**src/rtl/approx_match_pkg.sv**
```systemverilog
package approx_match_pkg;

  typedef logic [7:0] sym_t;

  // 8-input AND over bitwise equality: one comparator per pattern byte
  function automatic logic sym_eq(input sym_t a, input sym_t b);
    return &(a ~^ b);
  endfunction

endpackage

```
**src/rtl/am_symbol_cmp.sv**
```systemverilog
module am_symbol_cmp
  import approx_match_pkg::*;
#(
  parameter int              M     = 3,
  parameter logic [8*M-1:0]  PAT_A = "ABC",
  parameter logic [8*M-1:0]  PAT_B = "AbC"
) (
  input  sym_t       sym,
  output logic [M:1] hit
);

  for (genvar p = 1; p <= M; p++) begin : g_pos
    localparam sym_t ALT0 = PAT_A[8*(M-p) +: 8];
    localparam sym_t ALT1 = PAT_B[8*(M-p) +: 8];
    // two alternatives per position: OR of two comparators
    assign hit[p] = sym_eq(sym, ALT0) | sym_eq(sym, ALT1);
  end

endmodule

```
**src/rtl/am_xpose_bank.sv**
```systemverilog
module am_xpose_bank #(
  parameter int M = 3,
  parameter int K = 2
) (
  input  logic                    clk,
  input  logic                    rst,
  input  logic                    adv,
  input  logic [K-1:0][M-2:0]     src,
  input  logic [M:2]              ahead,
  output logic [K-1:0][M-2:0]     xq
);

  // xq[j][i]: column i reached at level j one byte ago, and that byte
  // equalled pattern position i+2 (first half of a swapped pair)
  always_ff @(posedge clk) begin
    if (rst) begin
      xq <= '0;
    end else if (adv) begin
      for (int j = 0; j < K; j++) begin
        for (int i = 0; i <= M - 2; i++) begin
          xq[j][i] <= src[j][i] & ahead[i+2];
        end
      end
    end
  end

endmodule

```
**src/rtl/am_edit_grid.sv**
```systemverilog
module am_edit_grid #(
  parameter int M = 3,
  parameter int K = 2
) (
  input  logic                 clk,
  input  logic                 rst,
  input  logic                 adv,
  input  logic [M:1]           hit,
  input  logic [K-1:0][M-2:0]  xq,
  output logic [K:0][M:0]      st,
  output logic                 fin_nxt
);

  logic [K:0] last_d;

  // column 0 is reachable at every level: free start at any offset
  for (genvar j = 0; j <= K; j++) begin : g_origin
    assign st[j][0] = 1'b1;
  end

  for (genvar i = 1; i <= M; i++) begin : g_col
    for (genvar j = 0; j <= K; j++) begin : g_lvl
      if (j >= i) begin : g_const
        // i pattern bytes can always be dropped within j >= i edits
        assign st[j][i] = 1'b1;
      end else begin : g_ff
        logic d;
        logic q;
        // step terms of cell (i-s, j-s); s > 0 folds trailing drops
        always_comb begin
          d = 1'b0;
          for (int s = 0; s <= j; s++) begin
            d = d | (st[j-s][i-s-1] & hit[i-s]);
            if (j - s > 0) begin
              d = d | st[j-s-1][i-s]
                    | (st[j-s-1][i-s-1] & ~hit[i-s]);
              if (i - s >= 2) begin
                d = d | (xq[j-s-1][i-s-2] & hit[i-s-1]);
              end
            end
          end
        end
        always_ff @(posedge clk) begin
          if (rst)      q <= 1'b0;
          else if (adv) q <= d;
        end
        assign st[j][i] = q;
        if (i == M) begin : g_tail
          assign last_d[j] = d;
        end
      end
    end
  end

  assign fin_nxt = |last_d;

endmodule

```
**src/rtl/approx_match.sv**
```systemverilog
module approx_match
  import approx_match_pkg::*;
#(
  parameter int              M     = 3,
  parameter int              K     = 2,
  parameter logic [8*M-1:0]  PAT_A = "ABC",
  parameter logic [8*M-1:0]  PAT_B = "AbC"
) (
  input  logic       clk,
  input  logic       rst,
  input  logic       in_valid,
  input  logic [7:0] in_byte,
  output logic       match_o
);

  logic [M:1]          hit;
  logic [K:0][M:0]     grid_st;
  logic [K-1:0][M-2:0] xsrc;
  logic [K-1:0][M-2:0] xpose_st;
  logic                fin_nxt;
  logic                match_q;

  am_symbol_cmp #(.M(M), .PAT_A(PAT_A), .PAT_B(PAT_B)) u_cmp (
    .sym (in_byte),
    .hit (hit)
  );

  for (genvar j = 0; j < K; j++) begin : g_xs_lvl
    for (genvar i = 0; i <= M - 2; i++) begin : g_xs_col
      assign xsrc[j][i] = grid_st[j][i];
    end
  end

  am_xpose_bank #(.M(M), .K(K)) u_xpose (
    .clk   (clk),
    .rst   (rst),
    .adv   (in_valid),
    .src   (xsrc),
    .ahead (hit[M:2]),
    .xq    (xpose_st)
  );

  am_edit_grid #(.M(M), .K(K)) u_grid (
    .clk     (clk),
    .rst     (rst),
    .adv     (in_valid),
    .hit     (hit),
    .xq      (xpose_st),
    .st      (grid_st),
    .fin_nxt (fin_nxt)
  );

  always_ff @(posedge clk) begin
    if (rst)           match_q <= 1'b0;
    else if (in_valid) match_q <= fin_nxt;
  end

  assign match_o = match_q;

endmodule

```
**config.mk**
```make
export PLATFORM = sky130hd
export DESIGN_NAME = approx_match
export DESIGN_NICKNAME = d
export VERILOG_FILES = /design/src/rtl/approx_match_pkg.sv /design/src/rtl/am_symbol_cmp.sv /design/src/rtl/am_xpose_bank.sv /design/src/rtl/am_edit_grid.sv /design/src/rtl/approx_match.sv
export SDC_FILE = /design/constraint.sdc
export NUM_CORES = 1
export LEC_CHECK = 0
export BUFFER_PORTS_ARGS = -buffer_cell sky130_fd_sc_hd__buf_2
export CAP_MARGIN = 5
export CORE_AREA = 8 8 45 47
export CTS_CLUSTER_SIZE = 28
export DETAILED_ROUTE_END_ITERATION = 12
export DIE_AREA = 0 0 53 55
export GPL_ROUTABILITY_DRIVEN = 0
export PLACE_DENSITY = 0.55
export SYNTH_ARGS = -nofsm -noshare
export SYNTH_HDL_FRONTEND = slang
export SYNTH_SLANG_ARGS = --single-unit
```
**constraint.sdc**
```tcl
create_clock -name clk -period 1.6 [get_ports clk]
set_input_delay 0 -clock clk [delete_from_list [all_inputs] [get_ports clk]]
set_output_delay 0 -clock clk [all_outputs]
set_load 0.005 [all_outputs]
```
==> results_dict.tcl, run 1 <==
set metrics [dict create \
    viasPerCell 4.863 \
    synth_top_area_share_pct 39.44 \
    final_common_cell "buf_2" \
    avgSynthCellArea_um2 8.667 \
    initial_core_util_pct 25.68 \
    antenna_found_initial 0 \
    fin_setup_tns_ns 0 \
    finalNetCount 69 \
    yosys_register_bits 7 \
    die-area_mm2 0.002915 \
    cts-resized-gates 0 \
    grt_pass1_vias 346 \
    outcome "complete, no violations" \
    p_clk_share_pct 42.9 \
    wl_per_cell_um 11.67 \
    p_per_area_mw_per_mm2 827.6 \
    arrival_ns 1.43 \
    fin_skew_ns 0.007473 \
    met2_length_um 340 \
    top_layer_used "met4" \
    clock_latency_ns 0.26 \
    route.met3.wl_um 150 \
    max-vdd-ir-drop_mv 0.4797 \
    critical_path_class "input pin to register" \
    cts_buffer_depth 2 \
    syn_area_um2 355.3 \
    crit_chain "buf_2 -> or4b_4 -> nor4b_1 -> buf_4 -> a21oi_1 -> a311oi_1" \
    timing.rr.start "u_grid.g_col[1].g_lvl[0].g_ff.q" \
    htreeDepth 1 \
    end_kind "register" \
    fillers 145 \
    post_cts_buffers 0 \
    drv_slew 0 \
    layout_min_cycle_time_ns 1.260 \
    grtUsageTotal_pct 6.834 \
    coreArea_mm2 0.001384 \
    finalHoldViolations 0 \
    drc 0 \
    synth_cell_type_count 15 \
    place_hpwl_um 635 \
    power.leakage_nw 0.1895 \
    clkTransAtPathRegs_ns 0.06 \
    fmax_ghz 0.7939 \
    diodes 0 \
    grt_setup_unrepaired "false" \
    hp-start "in_byte[1]" \
    io_pins 12 \
    combPwrFrac_pct 11.0 \
    share_seq_of_total_power_pct 46.1 \
    seqCellArea_um2 140.1 \
    finalCritPeriodShare_pct 78.72 \
    m1WireLength_um 324 \
    ys.warnings.count 0 \
    die_w_um 53 \
    cts.sink_count 7 \
    worstMarginPinSlew_ns 0.3040 \
    syn_nets 52 \
    internal_power_w 0.0002967 \
    power_switching_w 0.00009571 \
    crit_slowest_cell "or4b_4" \
    setup-violations-final 0 \
    yosys-top-cells-area "dfxtp_1, nand2b_1, a21oi_1, nor4b_4, nor2_1" \
    multi_input_area_um2 207.7 \
    placed_area_um2 437.9 \
    cp-start-kind "input pin" \
    drive_gt1_share_pct 33.33 \
    cp_slowest_stage_delay_ns 0.56 \
    chipHeight_um 55 \
    hold_class "input pin to register" \
    seq_area_frac_synth_pct 39.44 \
    final_cell_mix "buf_2, dfxtp_1, nor2_1, a21oi_1, nand2b_1" \
    cts_buffers 3 \
    grt_overflow 0 \
    cts_tree "yes" \
    critPathMaxFanout 3 \
    cp-startpoint "in_byte[7]" \
    ant_nets 0 \
    first_pass_iters 4 \
    io_buffers 11 \
    yosysTopAreaCell "dfxtp_1" \
    grt_pass1_wl_mm 1.428 \
    max-slew-margin-rel_pct 79.65 \
    synth_cells 41 \
    num_vias 355 \
    cts_root_buffer "clkbuf_4" \
    design_area_um2 474.2 \
    fp-row-count 14 \
    grt_max_degree 14 \
    cap_viol_max_count 0 \
    swShare_pct 24.39 \
    area_growth_pct 33.45 \
    drt_iter0_drc 7 \
    p_total_w 0.0003924 \
    finalWirelength_um 852 \
    required_ns 1.77 \
]
==> cell usage after synthesis <==
cell	number
dfxtp_1	7
a21oi_1	6
nor2_1	6
nand2b_1	5
nand3_1	4
a311oi_1	2
mux2i_1	2
nor3_1	2
buf_1	1
clkbuf_1	1
nand2_1	1
nor4b_1	1
nor4b_4	1
or2_2	1
or4b_4	1
==> state kept, by name, summed over array words and instances (netlist names) <==
name                       cells
u_grid.g_col.g_lvl.g_ff.q      5
match_o                        1
u_xpose.xq                     1
==> critical path: cells and delay by family <==
| kind | cells | cell delay (ns) |
|---|---|---|
| simple gates | 2 | 0.84 |
| compound gates | 2 | 0.32 |
| buf+inv | 2 | 0.27 |
==> cell families after synthesis <==
family | share of synthesized area [%]
AO/OA/AOI/OAI | 13.38
flip-flops | 39.44
multiplexers | 5.634
buffers and inverters | 2.111
AND/OR/NAND/NOR | 39.44
==> final timing paths <==
kind / endpoint / slack [ns] / cells past startpoint
worst max-delay path: u_grid.g_col[3].g_lvl[1].g_ff.q / 0.34 / 6
worst max register to register: u_grid.g_col[3].g_lvl[1].g_ff.q / 0.51 / 3
worst min-delay path: u_grid.g_col[1].g_lvl[0].g_ff.q / 0.07 / 4
worst min register to register: u_xpose.xq[1] / 0.46 / 2
==> through the flow <==
stage               worst slack, ns  cells  hold WS [ns]  utilization, %
floorplan                    0.2831     41        0.1774               -
global placement            0.08305     68        0.2634           31.65
detailed placement          0.04598     68        0.2695           31.65
CTS                          0.3084     73       0.06954           34.27
global route                 0.2752     73        0.1114           34.27
finish                       0.3404     73       0.07497           34.27
==> power by group through the flow <==
stage                     Combinational [W]  Sequential (W)  Clock [W]
after floorplan                   0.0000216        0.000185          0
after global placement            0.0000418        0.000185          0
after detailed placement          0.0000415        0.000185          0
after CTS                         0.0000436        0.000181   0.000177
after global routing              0.0000481        0.000182   0.000184
final                             0.0000431        0.000181   0.000168
==> per-layer routing <==
layer / vias to the layer above / global-route usage (%)
met2: 21 / 10.16
met5: - / 0
li1: 179 / -
met4: 0 / 5.172
met1: 151 / 6.697
met3: 4 / 4.545
==> area by class of cell <==
| cell class | count | share of cell area (%) |
|---|---|---|
| multi-input combinational | 32 | 43.80 |
| tap | 16 | 4.222 |
| sequential | 7 | 29.55 |
| timing repair buffer | 14 | 16.89 |
| clock buffer | 4 | 5.541 |
==> timing repair <==
action / in CTS / in global routing
hold endpoints to repair: 6 / 0
setup endpoints to repair: 0 / 0
hold buffers: 1 / 0
No activity file was read; power rests on OpenSTA's default activity.
==> run 2: changes to the inputs <==
PLACE_DENSITY = 0.56   (was 0.55)
clock period = 1.1 ns   (was 1.6 ns; I/O delays follow)
==> results_dict.tcl, run 2 (synthesis results as in run 1) <==
set metrics [dict create \
    worstMarginPinSlew_ns 0.2886 \
    cts_buffers 3 \
    viasPerCell 5.013 \
    finalCritPeriodShare_pct 110.5 \
    crit_slowest_cell "or4b_4" \
    placed_area_um2 460.4 \
    area_growth_pct 47.18 \
    clkTransAtPathRegs_ns 0.05 \
    num_vias 381 \
    end_kind "register" \
    largest_reg_flops 5 \
    htreeDepth 1 \
    grt_setup_unrepaired "true" \
    top_register "u_grid.g_col.g_lvl.g_ff.q" \
    worstHoldPathCells 4 \
    drv_slew 0 \
    setup-violations-final 5 \
    layout_min_cycle_time_ns 1.216 \
    finalHoldViolations 0 \
    ant_nets 0 \
    cts_root_buffer "clkbuf_4" \
    finalWirelength_um 948 \
    antenna_found_initial 0 \
    max-vdd-ir-drop_mv 0.4737 \
    die_w_um 53 \
    final_cells 76 \
    cts_tree "yes" \
    required_ns 1.27 \
    drc 0 \
    arrival_ns 1.38 \
    critPathMaxFanout 3 \
    die-area_mm2 0.002915 \
    finalNetCount 72 \
    coreArea_mm2 0.001384 \
    outcome "finished, violations left" \
    fp-row-count 14 \
    place_inst 71 \
    io_buffers 11 \
    cp_slowest_stage_delay_ns 0.57 \
    cts.sink_count 7 \
    place_hpwl_um 700.2 \
    chipHeight_um 55 \
    cts_buffer_depth 2 \
    rrSetupSlack_ns 0 \
    max-slew-margin-rel_pct 80.68 \
    io_pins 12 \
    drt_iter0_drc 14 \
    violations "setup timing" \
    final_cell_mix "buf_2, dfxtp_1, nor2_1" \
    reg2reg_depth 3 \
    grt_pass1_wl_mm 1.524 \
    crit_chain "buf_6 -> or4b_4 -> nor4b_4 -> mux2i_1 -> a311oi_1" \
    power.leakage_nw 0.2081 \
    design_area_um2 523.0 \
    clock_latency_ns 0.25 \
    diodes 0 \
    grt_pass1_vias 360 \
    post_cts_buffers 0 \
    grtUsageTotal_pct 7.112 \
    first_pass_iters 4 \
    initial_core_util_pct 25.68 \
    cp-start-kind "input pin" \
    timing.final.ws_setup_ns -0.1159 \
    fmax_ghz 0.8224 \
    critical_path_class "input pin to register" \
    grt_max_degree 14 \
    final_common_cell "buf_2" \
    fin_skew_ns 0.003967 \
    drive_gt1_share_pct 43.33 \
    wl_per_cell_um 12.47 \
    grt_overflow 0 \
    cap_viol_max_count 0 \
    hold_class "input pin to register" \
    p_per_area_mw_per_mm2 1093 \
]
[run 2: changes by cell type in the layout (fill, tap and decap cells not counted), sizes merged]
cell,delta
buf,+3
[run 2: final cells by class]
cell class / instances / area [um2]
Fill cell: 147 / 860.8
Multi-Input combinational cell: 32 / 227.7
Sequential cell: 7 / 140.1
Timing Repair Buffer: 17 / 108.9
Clock buffer: 4 / 26.28
Tap cell: 16 / 20.02
[run 2: metrics by stage]
step           hold WS [ns]  setup WS, ns  power (W)  utilization, %  setup TNS, ns
6_report            0.09211       -0.1159  0.0005718           37.79        -0.4349
5_1_grt              0.1051       -0.2124  0.0006170           37.79        -0.6253
4_1_cts             0.08296       -0.1146  0.0005830           36.80        -0.4517
3_3_place_gp         0.2618       -0.4307  0.0003324           33.27         -2.085
2_1_floorplan        0.1774       -0.2157  0.0003000               -        -0.6522
3_5_place_dp         0.2709       -0.5068  0.0003332           33.27         -2.293
[run 2: critical path: cells and delay by family]
family | cells | cell delay (ns)
buf+inv | 1 | 0.09
simple gates | 2 | 0.92
compound gates | 1 | 0.25
mux | 1 | 0.12
[run 2: per-layer routing]
| layer | vias to the layer above | track usage [%] | wire (um) |
|---|---|---|---|
| met1 | 171 | 7.470 | 394 |
| met4 | 0 | 3.879 | 12 |
| met5 | - | 0 | 0 |
| met2 | 24 | 11.13 | 426 |
| li1 | 184 | - | - |
| met3 | 2 | 4.011 | 114 |
[run 2: path summary, 6_finish.rpt]
path / from / to
max: in_byte[7] / u_grid.g_col[3].g_lvl[1].g_ff.q
min: in_byte[1] / u_grid.g_col[1].g_lvl[0].g_ff.q
max reg2reg: u_grid.g_col[1].g_lvl[0].g_ff.q / match_o
min reg2reg: u_xpose.xq[1] / u_xpose.xq[1]
[run 2: repair_timing]
action | in CTS | in global routing
gates resized for setup | 2 | 3
setup endpoints to repair | 5 | 5
hold buffers | 1 | 0
pin swaps | 0 | 1
endpoints found under the hold margin | 2 | 0
[run 2: power breakdown]
| part | leakage, nW | switching [W] | internal, W |
|---|---|---|---|
| combinational | 0.136 | 0.0000338 | 0.0000379 |
| clock | 0.0150 | 0.0000980 | 0.000139 |
| sequential | 0.0570 | 0.00000336 | 0.000260 |
| total | 0.208 | 0.000135 | 0.000437 |
